<file path="src/rtl/cg_pkg.sv">
package cg_pkg;
  parameter int unsigned PAIRS = 3;

  typedef enum logic [1:0] {
    MODE_PARK = 2'd0,
    MODE_RUN  = 2'd1,
    MODE_HIZ  = 2'd2
  } pairMode_t;

  // strobes from the control to the datapath
  typedef struct packed {
    logic [PAIRS-1:0]      load;
    pairMode_t [PAIRS-1:0] target;
  } gateStrobe_t;
endpackage

</file>
<file path="src/rtl/cg_ctrl.sv">
module cg_ctrl
  import cg_pkg::*;
(
  input  logic                   srcClk,
  input  logic                   pdN,
  input  logic                   stopN,
  input  logic                   pdTriSel,
  input  logic                   stopTriSel,
  input  logic [PAIRS-1:0]       freeRun,
  input  logic [PAIRS-1:0]       pairEn,
  input  pairMode_t [PAIRS-1:0]  modeNow,
  output gateStrobe_t            strobe
);
  logic hizInPd;
  assign hizInPd = pdTriSel | stopTriSel;

  always_comb begin
    strobe = '0;
    for (int i = 0; i < PAIRS; i++) begin
      if (!pdN)
        strobe.target[i] = hizInPd ? MODE_HIZ : MODE_PARK;
      else if (!pairEn[i])
        strobe.target[i] = MODE_PARK;
      else if (!stopN && stopTriSel)
        strobe.target[i] = MODE_HIZ;
      else if (!stopN && !freeRun[i])
        strobe.target[i] = MODE_PARK;
      else
        strobe.target[i] = MODE_RUN;
      // switch only while the source clock sits low
      strobe.load[i] = !srcClk && (strobe.target[i] != modeNow[i]);
    end
  end
endmodule

</file>
<file path="src/rtl/cg_datapath.sv">
module cg_datapath
  import cg_pkg::*;
(
  input  logic                  clk,
  input  logic                  rstN,
  input  logic                  srcClk,
  input  gateStrobe_t           strobe,
  output pairMode_t [PAIRS-1:0] modeNow,
  output logic [PAIRS-1:0]      trueLvl,
  output logic [PAIRS-1:0]      compLvl,
  output logic [PAIRS-1:0]      trueDrv,
  output logic [PAIRS-1:0]      compDrv,
  output logic [PAIRS-1:0]      pairRun,
  output logic [PAIRS-1:0]      pairHiz
);
  for (genvar g = 0; g < PAIRS; g++) begin : g_pair
    pairMode_t modeQ;

    always_ff @(posedge clk) begin
      if (!rstN)
        modeQ <= MODE_PARK;
      else if (strobe.load[g])
        modeQ <= strobe.target[g];
    end

    assign modeNow[g] = modeQ;

    always_comb begin
      unique case (modeQ)
        MODE_RUN: begin
          trueLvl[g] = srcClk;  compLvl[g] = ~srcClk;
          trueDrv[g] = 1'b1;    compDrv[g] = 1'b1;
        end
        MODE_HIZ: begin
          trueLvl[g] = 1'b0;    compLvl[g] = 1'b0;
          trueDrv[g] = 1'b0;    compDrv[g] = 1'b0;
        end
        default: begin
          trueLvl[g] = 1'b1;    compLvl[g] = 1'b0;
          trueDrv[g] = 1'b1;    compDrv[g] = 1'b1;
        end
      endcase
      pairRun[g] = (modeQ == MODE_RUN);
      pairHiz[g] = (modeQ == MODE_HIZ);
    end

    // mode moves only across an edge taken with the source clock low
    p_change_low_r11: assert property (@(posedge clk) disable iff (!rstN)
      (modeQ != $past(modeQ)) |-> !$past(srcClk));
  end
endmodule

</file>
<file path="src/rtl/cpuClkGate.sv">
module cpuClkGate
  import cg_pkg::*;
(
  input  logic             clk,
  input  logic             rstN,
  input  logic             srcClk,
  input  logic             pdN,
  input  logic             stopN,
  input  logic             pdTriSel,
  input  logic             stopTriSel,
  input  logic [PAIRS-1:0] freeRun,
  input  logic [PAIRS-1:0] pairEn,
  output logic [PAIRS-1:0] trueLvl,
  output logic [PAIRS-1:0] compLvl,
  output logic [PAIRS-1:0] trueDrv,
  output logic [PAIRS-1:0] compDrv,
  output logic [PAIRS-1:0] pairRun,
  output logic [PAIRS-1:0] pairHiz
);
  localparam logic [PAIRS-1:0] ALL = {PAIRS{1'b1}};

  gateStrobe_t           strobe;
  pairMode_t [PAIRS-1:0] modeNow;

  cg_ctrl u_ctrl (
    .srcClk(srcClk), .pdN(pdN), .stopN(stopN), .pdTriSel(pdTriSel),
    .stopTriSel(stopTriSel), .freeRun(freeRun), .pairEn(pairEn),
    .modeNow(modeNow), .strobe(strobe)
  );

  cg_datapath u_dp (
    .clk(clk), .rstN(rstN), .srcClk(srcClk), .strobe(strobe),
    .modeNow(modeNow), .trueLvl(trueLvl), .compLvl(compLvl),
    .trueDrv(trueDrv), .compDrv(compDrv), .pairRun(pairRun),
    .pairHiz(pairHiz)
  );

  // power-down with its tri-state choice releases every pair
  p_pd_hiz_r4: assert property (@(posedge clk) disable iff (!rstN)
    (!pdN && pdTriSel && !srcClk) |=> (pairHiz == ALL));

  // plain power-down parks every pair
  p_pd_park_r3: assert property (@(posedge clk) disable iff (!rstN)
    (!pdN && !pdTriSel && !stopTriSel && !srcClk)
      |=> (trueLvl == ALL && compLvl == '0 && pairRun == '0));

  // outside power-down a disabled pair sits parked
  p_disabled_r9: assert property (@(posedge clk) disable iff (!rstN)
    (pdN && !srcClk) |=> (((~$past(pairEn)) & ~(trueLvl & ~compLvl & trueDrv)) == '0));

  // enabled free-running pairs keep running through a parking stop
  p_freerun_r6: assert property (@(posedge clk) disable iff (!rstN)
    (pdN && !stopN && !stopTriSel && !srcClk)
      |=> (($past(pairEn) & $past(freeRun) & ~pairRun) == '0));
endmodule

</file>
<file path="config.mk">
export PLATFORM = sky130hd
export DESIGN_NAME = cpuClkGate
export DESIGN_NICKNAME = d
export VERILOG_FILES = /design/src/rtl/cg_pkg.sv /design/src/rtl/cg_ctrl.sv /design/src/rtl/cg_datapath.sv /design/src/rtl/cpuClkGate.sv
export SDC_FILE = /design/constraint.sdc
export NUM_CORES = 1
export LEC_CHECK = 0
export BUFFER_PORTS_ARGS = -buffer_cell sky130_fd_sc_hd__clkbuf_2
export CORE_MARGIN = 2
export CORE_UTILIZATION = 35
export CTS_CLUSTER_SIZE = 24
export DETAILED_ROUTE_END_ITERATION = 16
export HOLD_SLACK_MARGIN = 0.15
export PLACE_DENSITY = 0.67
export SLEW_MARGIN = 5
export SYNTH_ARGS = -nofsm -noshare
export SYNTH_HDL_FRONTEND = slang
export SYNTH_HIERARCHICAL = 1
export SYNTH_SLANG_ARGS = --single-unit
</file>
<file path="constraint.sdc">
create_clock -name clk -period 2.8 [get_ports clk]
set_input_delay 0 -clock clk [delete_from_list [all_inputs] [get_ports clk]]
set_output_delay 0 -clock clk [all_outputs]
set_load 0.05 [all_outputs]
</file>
-- Yosys cells after proc, flatten, opt, wreduce, memory -nomap -nowiden
Cells that the tools add are included.
- bitwise gates (word level): 2
- equality and inequality tests: 9
- multiplexer cells: 22
- reduce and logical (&&, ||, !) cells: 12
- operators by type and width (operator ; number):
    two-way mux 2 bit ; 10
    two-way mux 1 bit ; 9
    logical AND 1 bit ; 7
    == test 2 x 1 -> 1 bit (second input constant) ; 3
    == test 2 bit (second input constant) ; 3
    != test 2 bit ; 3
    one-hot mux 1 bit (2 select lines) ; 3
    logical NOT 1 bit ; 5
    inverter 1 bit ; 1
    OR 1 bit ; 1
- output and inout bits: 18
- word-level logic and storage cells: 48
- register bits: 6

-- Depth between registers and ports, before layout
Gate-level depths: netlist (run 1).
- depth in word-level cells: 8
- mapped depth: 6
- mapped depth without buffers: 6

-- Hierarchy
The synthesis (run 1) kept the hierarchy.
- by module, submodules not included (module ; area an instance (sq um) ; times used ; cells each ; seq. area each (sq um)):
    cg_datapath ; 341.6 ; 1 ; 36 ; 120.1
    cg_ctrl ; 166.4 ; 1 ; 20 ; 0.0

-- Worst setup path after synthesis (run 1)
Ideal clock, no wire load.
- kind: reg-to-output
- from: register u_dp.g_pair[0].modeQ[0]
- to: output trueLvl[0]
- data required time: 2.800 ns
- path slack: 1.303 ns
- data arrival time: 1.497 ns
- stages on the path, launching flop included: 3
- cells stage by stage: dfxtp_1 > nor3b_2 > nor2_1
- longest elaborated chain between the ends: 2
- elaborated cells on any way between the ends: 3
- classes of those cells: 2 x eq/ne; 1 x mux
- ends and longest elaborated chain (what ; line ; text):
    from (decl) ; cg_datapath.sv:17 ; pairMode_t modeQ;
    from (signal assigned) ; cg_datapath.sv:23 ; modeQ <= strobe.target[g];
    == test 2 bit or == test 2 x 1 -> 1 bit (tied branches) ; cg_datapath.sv:29 ; unique case (modeQ)
    one-hot mux 1 bit (2 select lines) (*) ; cg_datapath.sv:29 ;
    to (decl) ; cpuClkGate.sv:13 ; output logic [PAIRS-1:0] trueLvl,
Every way passes the cells marked *; elsewhere a longest branch is shown, timed or not.

-- Worst setup path in the final report (run 1)
- from: register u_dp.g_pair[2].modeQ[0]
- to: output trueLvl[2]
- longest elaborated chain between the ends: 2
- elaborated cells on any way between the ends: 3
- classes of those cells: 2 x eq/ne; 1 x mux
- ends and longest elaborated chain (what ; line):
    from (decl) ; cg_datapath.sv:17
    from (signal assigned) ; cg_datapath.sv:23
    == test 2 bit or == test 2 x 1 -> 1 bit (tied branches) ; cg_datapath.sv:29
    one-hot mux 1 bit (2 select lines) (*) ; cg_datapath.sv:29
Marked as above.

==> results of run 1 <==
## how the worst max path moves through the flow
stage	to	slack (ps)	from
after floorplan	trueLvl[0]	1300	u_dp/g_pair[0].modeQ[0]$_SDFFE_PN0P_
after global placement	u_dp/g_pair[2].modeQ[0]$_SDFFE_PN0P_	1480	stopTriSel
after detailed placement	u_dp/g_pair[1].modeQ[0]$_SDFFE_PN0P_	1460	stopTriSel
after CTS	trueLvl[2]	1550	u_dp/g_pair[2].modeQ[0]$_SDFFE_PN0P_
after global routing	trueLvl[2]	1470	u_dp/g_pair[2].modeQ[0]$_SDFFE_PN0P_
final	trueLvl[2]	1560	u_dp/g_pair[2].modeQ[0]$_SDFFE_PN0P_
## worst max-delay path, delay by kind of cell (launching register included)
kind / cells / cell delay [ps]
buffers and inverters: 1 / 280
flip-flops: 1 / 390
AND/OR/NAND/NOR: 2 / 320
## per-stage QoR
step                      area, sq um  hold slack, ps
after floorplan                   508             105
after global placement            654             283
after detailed placement          654             285
after CTS                         687             179
after global routing              687             214
final                             687             182
## metal layers
layer	share of wire, %	GRT usage, %	up-vias	routed length, um
met5	0	0	-	0
met4	0.48	9.38	0	5
met3	5.6	1.29	2	58
met2	44	18.8	14	450
met1	50	15.4	186	518
li1	-	-	246	-
## area by class of cell
class,instances,area share [%]
timing repair buffer,31,23.3
tap,15,2.73
clock buffer,3,3.28
inverter,3,1.64
sequential,6,17.5
multi-input combinational,44,51.5
## power by group through the flow
| stage | clock (mW) | combinational [mW] | sequential (mW) |
|---|---|---|---|
| floorplan | 0 | 0.107 | 0.0972 |
| global placement | 0 | 0.133 | 0.0987 |
| detailed placement | 0 | 0.134 | 0.0987 |
| CTS | 0.0824 | 0.135 | 0.0972 |
| global route | 0.0879 | 0.144 | 0.0977 |
| finish | 0.0776 | 0.134 | 0.0974 |
## cell families after synthesis
group / Yosys count
AO/OA/AOI/OAI: 10
XOR/XNOR: 6
buffers and inverters: 6
flip-flops: 6
multiplexers: 6
AND/OR/NAND/NOR: 22
## cell usage in the layout (no fill, tap or decap)
cell / n
a21o_2: 3
a21oi_1: 3
and2b_1: 3
clkbuf_2: 30
clkbuf_4: 3
dfxtp_1: 6
dlygate4sd3_1: 1
inv_1: 3
mux2i_1: 6
nor2_1: 3
nor2b_1: 12
nor2b_4: 1
nor3b_2: 3
o211a_1: 3
o21ba_2: 1
xnor2_1: 6
## timing repair
action | in CTS | in global routing
hold buffers | 1 | 0
setup endpoints to repair | 0 | 0
setup buffers | 0 | 0
endpoints found under the hold margin | 6 | 0
==> metrics, run 1 <==
status=finished clean; max-cap viol count=0; row count=13; gr usage total=about an eighth; placed insts=about 100; Die H=~42 um; global route overflow=0; pin count of the biggest net entering global routing=7; # port buffers=30; Residual DRC=0; worst IR drop on VDD=roughly 190 uV; Internal=approximately 0.18 mW; hold path startpoint=pairEn[2]; net count reported at finish=around 100; Startpoint Class=flop; slowest CP cell=dfxtp_1; XOR/XNOR share of the synthesized area=around 10%; RR Endpoint=u_dp/g_pair[0].modeQ[1]$_SDFFE_PN0P_; Final Skew=between 1 and 1.5 ps; number of flip-flops in the largest register=6; overall power=0.309 mW; worst r2r src=u_dp/g_pair[0].modeQ[1]$_SDFFE_PN0P_; Rel. slew slack=81.4%; flops & latches, synth=6; FILL cells=133; Multi-input gate area=around 350 sq um; synth-to-layout area growth=35.2%; H-tree depth=1; synth unique cells=14; fraction of registers with async set/reset=0%; Max Slew Vio Count=0; synth cell count leaders=nor2b_1 (12), dfxtp_1 (6), mux2i_1 (6), xnor2_1 (6); Antenna Violating Nets Remaining=0; post-synthesis mux area share=11.8%; P_sw=between 0.1 and 0.15 mW; slack of the worst reg-to-reg path=1620 ps; vias in the first global route=~400; dpl ws=1460 ps; DRT iter0 DRCs=7; most frequent cell after synthesis=nor2b_1; worst-margin pin slew=between 200 and 300 ps; syn_nets=69; clk_lat worst skew=around 240 ps; min cycle time layout=1240 ps; register share of total power=31.5%; WP data required=roughly 2800 ps; post-synthesis simple-gate area fraction=a little under a third; utilization after layout=between 50% and 60%; Hold Path End=u_dp/g_pair[2].modeQ[1]$_SDFFE_PN0P_; CTS Buffer Depth=2; n_diodes=0; hold crit path type=input port to flop; final hold violation count=0; vias per std cell=approximately 4.4; GP Congestion=0.695; Synth Area in Compound Gates=between 15 and 20%; drt pass-1 iters=4; first-pass GRT wire length=1680 um; max incr delay on CP=about 390 ps; Core ar.=~1300 sq um; fin cells=roughly 100; Num CTS Buffers=3; number of synthesized flops with an enable pin=0; sw frac=between 40% and 50%; Post-Syn Instances=56; initial antenna violation count=0; IO Pins=31; hold path cells=4; routed length per instance=10.1 um; Synth warnings=6; Adder-Cell Fraction of Synth Area=0%; cell taking the most area after synthesis=dfxtp_1; Reg clk slew, reported paths=approximately 40 ps; vias=between 400 and 500; P per Cell Area=450 nW/um^2; TritonCTS clock tree=built; CP Max Fanout=5; Resized Gates After CTS=0; die width=between 40 and 50 um; setup_tns=0 ps; Initial Util=a little under two fifths; Fmax achieved=809 MHz; Pleak=around 0.35 nW; Setup Crit Path Kind=flop to output port; sequential fraction of the synthesis area=23.6%; Post-DP HPWL=849 um; Top FF cell, synth=dfxtp_1; clock sink count=6; Worst Reg-to-Reg Cells=4; Synth Cell Area=between 500 and 600 sq um; combinational share of power=43.4%; top cell type's share of synthesized area=a little under a quarter; unrepaired setup endpoints after global routing=false; largest family of logic cells by synthesized area=simple AND/OR/NAND/NOR gates; final worst slack=roughly 1600 ps; main area contributors after synthesis=dfxtp_1 (24%), nor2b_1 (15%), mux2i_1 (12%), xnor2_1 (10%), nor3b_2 (7.4%); Final period util=between 40% and 50%; largest register by flop count=u_dp/g_pair.modeQ; final setup violation count=0; Total Die Area=approximately 1800 sq um; worst path cell trace=and2b_1 > nor2_1 > clkbuf_2; WL final=1030 um; Worst Path Arrival=between 1000 and 1500 ps; Top Registers=u_dp/g_pair.modeQ: 6 flops; FF+latch area=about 120 sq um; Critical Path End Type=output port; share of post-route cells with drive strength above 1=a little under half; clock network fraction of design power=roughly 25%; Syn Area/Cell=9.07 sq um; Root Driver=clkbuf_4
No activity file was read; power rests on OpenSTA's default activity.
==> run 2: changes to the inputs <==
--- a/config.mk
+++ b/config.mk
@@ -11,7 +11,7 @@
 export CTS_CLUSTER_SIZE = 24
 export DETAILED_ROUTE_END_ITERATION = 16
 export HOLD_SLACK_MARGIN = 0.15
-export PLACE_DENSITY = 0.67
+export PLACE_DENSITY = 0.7
 export SLEW_MARGIN = 5
 export SYNTH_ARGS = -nofsm -noshare
 export SYNTH_HDL_FRONTEND = slang
==> constraint.sdc (replaced) <==
create_clock -name clk -period 1 [get_ports clk]
set_input_delay 0 -clock clk [delete_from_list [all_inputs] [get_ports clk]]
set_output_delay 0 -clock clk [all_outputs]
set_load 0.05 [all_outputs]
==> run 2 against run 1 <==
Compared with the run above:
- global-route usage grew 4.3 points
- highest routed layer is now met3
- register-to-register slack lost 1800 ps
- flip-flop and latch count is the same
- power grew to 3.5 times the previous value
- critical endpoint is now u_dp/g_pair[1].modeQ[0]$_SDFFE_PN0P_
- the flow now finishes with violations (setup timing)
- sequential share of layout area shrank 5.1 points
- count of clock-buffer cells in the layout is the same
- die area is the same
- wire length grew 38%
- final cell count grew 11%
==> metrics, run 2 (synthesis results as in run 1) <==
status=finished, violations left (was finished clean); failing checks=setup timing; sw frac=37.9% (was 40.5%); global route overflow=0 (unchanged); worst IR drop on VDD=671 uV (was 191 uV); Root Driver=clkbuf_4 (unchanged); placed insts=106 (was 98); routed length per instance=12.6 um (was 10.1 um); net count reported at finish=113 (was 102); vias=521 (was 448); vias per std cell=4.61 (was 4.39); H-tree depth=1 (unchanged); Rel. slew slack=81.2% (was 81.4%); Initial Util=38.1% (unchanged); die width=42.1 um (unchanged); WL final=1420 um (was 1030 um); unrepaired setup endpoints after global routing=true (was false); WP data required=1120 ps (was 2800 ps); row count=13 (unchanged); Worst Path Arrival=1280 ps (was 1240 ps); Num CTS Buffers=3 (unchanged); setup_tns=-2530 ps (was 0 ps); combinational share of power=54.9% (was 43.4%); Max Slew Vio Count=0 (unchanged); worst-margin pin slew=282 ps (was 281 ps); clock network fraction of design power=20.1% (was 25.1%); number of flip-flops in the largest register=6 (unchanged); share of post-route cells with drive strength above 1=75.5% (was 47.1%); Antenna Violating Nets Remaining=0 (unchanged); Core ar.=1330 sq um (unchanged); Pleak=0.471 nW (was 0.349 nW); CTS Buffer Depth=2 (unchanged); first-pass GRT wire length=2260 um (was 1680 um); Die H=42.1 um (unchanged); register share of total power=25.1% (was 31.5%); clock sink count=6 (unchanged); critical path's top delay family=flip-flops (unchanged); P_sw=0.406 mW (was 0.125 mW); commonest non-fill, non-tap cells in the layout=clkbuf_2 (12), buf_8 (10), buf_6 (9), nor2b_1 (9), mux2i_1 (6) (was clkbuf_2 (30), nor2b_1 (12), xnor2_1 (6), mux2i_1 (6), dfxtp_1 (6)); Residual DRC=0 (unchanged); hold crit path type=input port to flop (unchanged); gr usage total=16.5% (was 12.2%); CP Max Fanout=4 (was 5); drt pass-1 iters=2 (was 4); TritonCTS clock tree=built (unchanged); fin cells=113 (was 102); GP Congestion=0.665 (was 0.695); max incr delay on CP=350 ps (was 390 ps); overall power=1.07 mW (was 0.309 mW); Fmax achieved=around 870 MHz; Internal=0.665 mW (was 0.184 mW); final setup violation count=22 (was 0); max-cap viol count=0 (unchanged); clk_lat worst skew=240 ps (about the same); vias in the first global route=523 (was 403); Final Skew=0.549 ps (was 1.44 ps); slowest CP cell=dfxtp_4 (was dfxtp_1); n_diodes=0 (unchanged); # port buffers=30 (unchanged); Post-DP HPWL=964 um (was 849 um); Reg clk slew, reported paths=40 ps (about the same); final hold violation count=0 (unchanged); Total Die Area=1770 sq um (unchanged); most common cell after layout, fill and taps aside=clkbuf_2 (unchanged); pin count of the biggest net entering global routing=7 (unchanged); initial antenna violation count=0 (unchanged); Final period util=115%; IO Pins=31 (unchanged); synth-to-layout area growth=111% (was 35.2%); Setup Crit Path Kind=flop to flop (was flop to output port); final worst slack=-153 ps (was 1560 ps); P per Cell Area=1000 nW/um^2 (was 450 nW/um^2); Worst Path Buf+Inv=0 (was 1); worst path cell trace=xnor2_1 > a21oi_2 > mux2i_1 > nor2b_1 (was and2b_1 > nor2_1 > clkbuf_2); Startpoint Class=flop (unchanged); largest register by flop count=u_dp/g_pair.modeQ (unchanged); Critical Path End Type=flop (was output port); Top Registers=u_dp/g_pair.modeQ: 6 flops (unchanged); DRT iter0 DRCs=4 (was 7); utilization after layout=80.3% (was 51.5%); min cycle time layout=between 1000 and 1500 ps
run 2: cell count changes in the layout (fill, tap and decap cells not counted), sizes merged:
cell      previous run  this run
buf                  0        23
clkbuf              33        21
clkinvlp             0         3
inv                  3         0
run 2: final timing paths:
path	endpoint	slack, ps	startpoint	depth (start not counted)
worst max-delay path	u_dp/g_pair[1].modeQ[0]$_SDFFE_PN0P_	-150	u_dp/g_pair[1].modeQ[0]$_SDFFE_PN0P_	4
worst min-delay path	u_dp/g_pair[0].modeQ[1]$_SDFFE_PN0P_	180	pairEn[0]	4
worst max register to register	u_dp/g_pair[1].modeQ[0]$_SDFFE_PN0P_	-150	u_dp/g_pair[1].modeQ[0]$_SDFFE_PN0P_	4
worst min register to register	u_dp/g_pair[0].modeQ[0]$_SDFFE_PN0P_	560	u_dp/g_pair[0].modeQ[0]$_SDFFE_PN0P_	2
run 2: repair_timing:
action	in CTS	in global routing
gates cloned	0	0
endpoints found under the setup margin	24	24
hold buffers	1	0
hold endpoints to repair	6	0
setup buffers	1	2
pin swaps	5	2
resized for setup	41	21
run 2: power groups by stage:
stage	sequential [mW]	combinational, mW	clock (mW)
floorplan	0.281	0.348	0
global placement	0.274	0.445	0
detailed placement	0.274	0.450	0
CTS	0.271	0.544	0.224
global route	0.270	0.616	0.243
finish	0.268	0.588	0.215
run 2: metal layers:
layer	global-route usage, %	part of all wire, %
met1	18.8	43
met2	30.3	51
met3	3.45	5.9
met4	5.63	0
met5	0	0
run 2: area by class of cell:
type                    count  area [sq um]
repair buffers             42           445
multi-input cells          44           429
fillers                    92           263
flip-flops and latches      6           133
clock buffers               3          22.5
inverters                   3          22.5
well taps                  15          18.8
run 2: stage by stage:
stage / cell area (sq um) / setup WS, ps / hold WS (ps)
finish: 1070 / -153 / 181
floorplan: 602 / -250 / 68.1
detailed placement: 786 / -263 / 286
global route: 1070 / -216 / 198
global placement: 786 / -238 / 286
CTS: 1010 / -151 / 173
run 2: worst min-delay path, cell delays in order:
cell	delay (ps)
clkbuf_2	90
a21o_2	130
mux2i_1	60
nor2b_1	90
==> run 3: changes to the inputs <==
--- a/config.mk
+++ b/config.mk
@@ -17,3 +17,4 @@
 export SYNTH_HDL_FRONTEND = slang
 export SYNTH_HIERARCHICAL = 1
 export SYNTH_SLANG_ARGS = --single-unit
+export TNS_END_PERCENT = 10
==> run 3 against run 2 <==
Compared with the run above:
- the flow still finishes with violations (setup timing)
- critical path type is now flop to output port
- die area is the same
- sequential power is essentially flat
- clock skew grew 3.7 ps
- fmax shrank 8.8%
- combinational power is essentially flat
- global-route usage grew 3.2 points
- register-to-register slack is essentially flat
- largest power group unchanged
- final cell count shrank 0.88%
- worst hold slack gained 18 ps
- worst setup slack lost 110 ps
==> metrics, run 3 (synthesis results as in run 1) <==
most common cell after layout, fill and taps aside=clkbuf_2 (unchanged); worst r2r src=u_dp/g_pair[1].modeQ[0]$_SDFFE_PN0P_ (unchanged); slack of the worst reg-to-reg path=-160 ps (was -150 ps); Max Slew Vio Count=0 (unchanged); dpl ws=-343 ps (was -263 ps); critical path's top delay family=buffers and inverters (was flip-flops); Core ar.=1330 sq um (unchanged); Crit path depth=4 (unchanged); placed insts=107 (was 106); P_sw=0.418 mW (was 0.406 mW); Setup crit end=compDrv[1] (was u_dp/g_pair[1].modeQ[0]$_SDFFE_PN0P_); Pleak=0.476 nW (was 0.471 nW); gr usage total=19.7% (was 16.5%); clk_lat worst skew=240 ps (about the same); WP data required=1000 ps (was 1120 ps); Internal=0.658 mW (was 0.665 mW); min cycle time layout=1260 ps (was 1150 ps); Die H=42.1 um (unchanged); Worst Path Arrival=1260 ps (was 1280 ps); vias per std cell=4.78 (was 4.61); Num CTS Buffers=3 (unchanged); Top Registers=u_dp/g_pair.modeQ: 6 flops (unchanged); Worst Path Buf+Inv=3 (was 0); Fmax achieved=791 MHz (was 867 MHz); FILL cells=72 (was 92); WL final=1630 um (was 1420 um); hold crit path type=input port to flop (unchanged); final worst slack=-264 ps (was -153 ps); die width=42.1 um (unchanged); Residual DRC=0 (unchanged); number of flip-flops in the largest register=6 (unchanged); routed length per instance=14.6 um (was 12.6 um); worst-margin pin slew=267 ps (was 282 ps); drt pass-1 iters=2 (unchanged); Final Skew=4.27 ps (was 0.549 ps); final hold violation count=0 (unchanged); n_diodes=0 (unchanged); global route overflow=0 (unchanged); Worst Reg-to-Reg Cells=5 (was 4); vias=535 (was 521); Initial Util=38.1% (unchanged); DRT iter0 DRCs=5 (was 4); fin cells=112 (was 113); final setup violation count=23 (was 22); IO Pins=31 (unchanged); # port buffers=30 (unchanged); H-tree depth=1 (unchanged); net count reported at finish=112 (was 113); failing checks=setup timing (unchanged); clock network fraction of design power=20.2% (was 20.1%); Startpoint Class=flop (unchanged); row count=13 (unchanged); synth-to-layout area growth=111% (about the same); Setup Crit Path Kind=flop to output port (was flop to flop); share of post-route cells with drive strength above 1=77.3% (was 75.5%); max incr delay on CP=320 ps (was 350 ps); Final period util=126% (was 115%); Antenna Violating Nets Remaining=0 (unchanged); pin count of the biggest net entering global routing=7 (unchanged); unrepaired setup endpoints after global routing=true (unchanged); Reg clk slew, reported paths=40 ps (about the same); CTS Buffer Depth=2 (unchanged); Total Die Area=1770 sq um (unchanged); first-pass GRT wire length=2650 um (was 2260 um); clock sink count=6 (unchanged); utilization after layout=80.5% (was 80.3%); max-cap viol count=0 (unchanged); register share of total power=25.0% (was 25.1%); Post-DP HPWL=1040 um (was 964 um); Rel. slew slack=82.2% (was 81.2%); TritonCTS clock tree=built (unchanged); Root Driver=clkbuf_4 (unchanged); initial antenna violation count=0 (unchanged); crit path launch=u_dp/g_pair[1].modeQ[0]$_SDFFE_PN0P_ (unchanged); vias in the first global route=609 (was 523); worst IR drop on VDD=692 uV (was 671 uV); GP Congestion=0.741 (was 0.665); P per Cell Area=1000 nW/um^2 (about the same); Fin Hold WS=199 ps (was 181 ps); Critical Path End Type=output port (was flop); worst path cell trace=buf_6 > and2b_4 > clkinvlp_4 > clkbuf_8 (was xnor2_1 > a21oi_2 > mux2i_1 > nor2b_1); status=finished, violations left (unchanged); RR Endpoint=u_dp/g_pair[1].modeQ[1]$_SDFFE_PN0P_ (was u_dp/g_pair[1].modeQ[0]$_SDFFE_PN0P_); largest register by flop count=u_dp/g_pair.modeQ (unchanged); commonest non-fill, non-tap cells in the layout=clkbuf_2 (12), nor2b_1 (9), clkbuf_8 (8), buf_8 (8), buf_6 (7) (was clkbuf_2 (12), buf_8 (10), buf_6 (9), nor2b_1 (9), mux2i_1 (6)); CP Max Fanout=4 (unchanged); combinational share of power=54.8% (was 54.9%); slowest CP cell=dfxtp_2 (was dfxtp_4); sw frac=38.8% (was 37.9%)
==> run 3: power groups by stage <==
stage          combinational, mW  sequential [mW]  clock (mW)
3_5_place_dp               0.444            0.271           0
6_report                   0.590            0.269       0.218
4_1_cts                    0.548            0.267       0.228
3_3_place_gp               0.438            0.270           0
5_1_grt                    0.614            0.271       0.241
2_1_floorplan              0.338            0.279           0
==> run 3: how the worst min path moves through the flow <==
stage                         start                                   end  slack, ps  depth (start not counted)
after detailed placement       rstN  u_dp/g_pair[0].modeQ[0]$_SDFFE_PN0P_        290                          2
final                     pairEn[1]  u_dp/g_pair[1].modeQ[1]$_SDFFE_PN0P_        200                          4
after global routing      pairEn[1]  u_dp/g_pair[1].modeQ[1]$_SDFFE_PN0P_        220                          4
after floorplan              srcClk                            compLvl[0]         70                          1
after CTS                 pairEn[2]  u_dp/g_pair[2].modeQ[1]$_SDFFE_PN0P_        170                          4
after global placement         rstN  u_dp/g_pair[1].modeQ[0]$_SDFFE_PN0P_        280                          2
==> run 3: worst register-to-register path: cells and delay by family (launching register included) <==
kind | cells | cell delay [ps]
flip-flops | 1 | 320
multiplexers | 1 | 240
AO/OA/AOI/OAI | 1 | 190
buffers and inverters | 1 | 120
XOR/XNOR | 1 | 120
AND/OR/NAND/NOR | 1 | 60
==> run 3: final cells by class <==
type                            count  area [sq um]  share of cell area [%]
Clock buffer                        3          22.5                    2.10
Inverter                            3          22.5                    2.10
Multi-Input combinational cell     44           445                    41.5
Sequential cell                     6           130                    12.1
Tap cell                           15          18.8                    1.75
Timing Repair Buffer               41           434                    40.4
==> run 3: what timing repair did <==
item | 4_1_cts | 5_1_grt
buffers inserted | 1 | 0
hold buffers | 1 | 0
gates resized for setup | 49 | 15
setup endpoints to repair | 24 | 24
pin swaps | 5 | 2
hold endpoints to repair | 6 | 0
==> run 3: per-layer routing <==
metal | global-route usage [%] | part of all wire, %
met3 | 2.59 | 4.0
met2 | 37.2 | 57
met5 | 0 | 0
met1 | 20.3 | 39
met4 | 11.9 | 0.31
==> run 3: through the flow <==
stage / cell area (sq um) / TNS (ps) / total power, mW
2_1_floorplan: 583 / -2010 / 0.617
3_3_place_gp: 774 / -1820 / 0.708
3_5_place_dp: 774 / -2080 / 0.715
4_1_cts: 1020 / -3020 / 1.04
5_1_grt: 1070 / -4270 / 1.12
6_report: 1070 / -3180 / 1.08
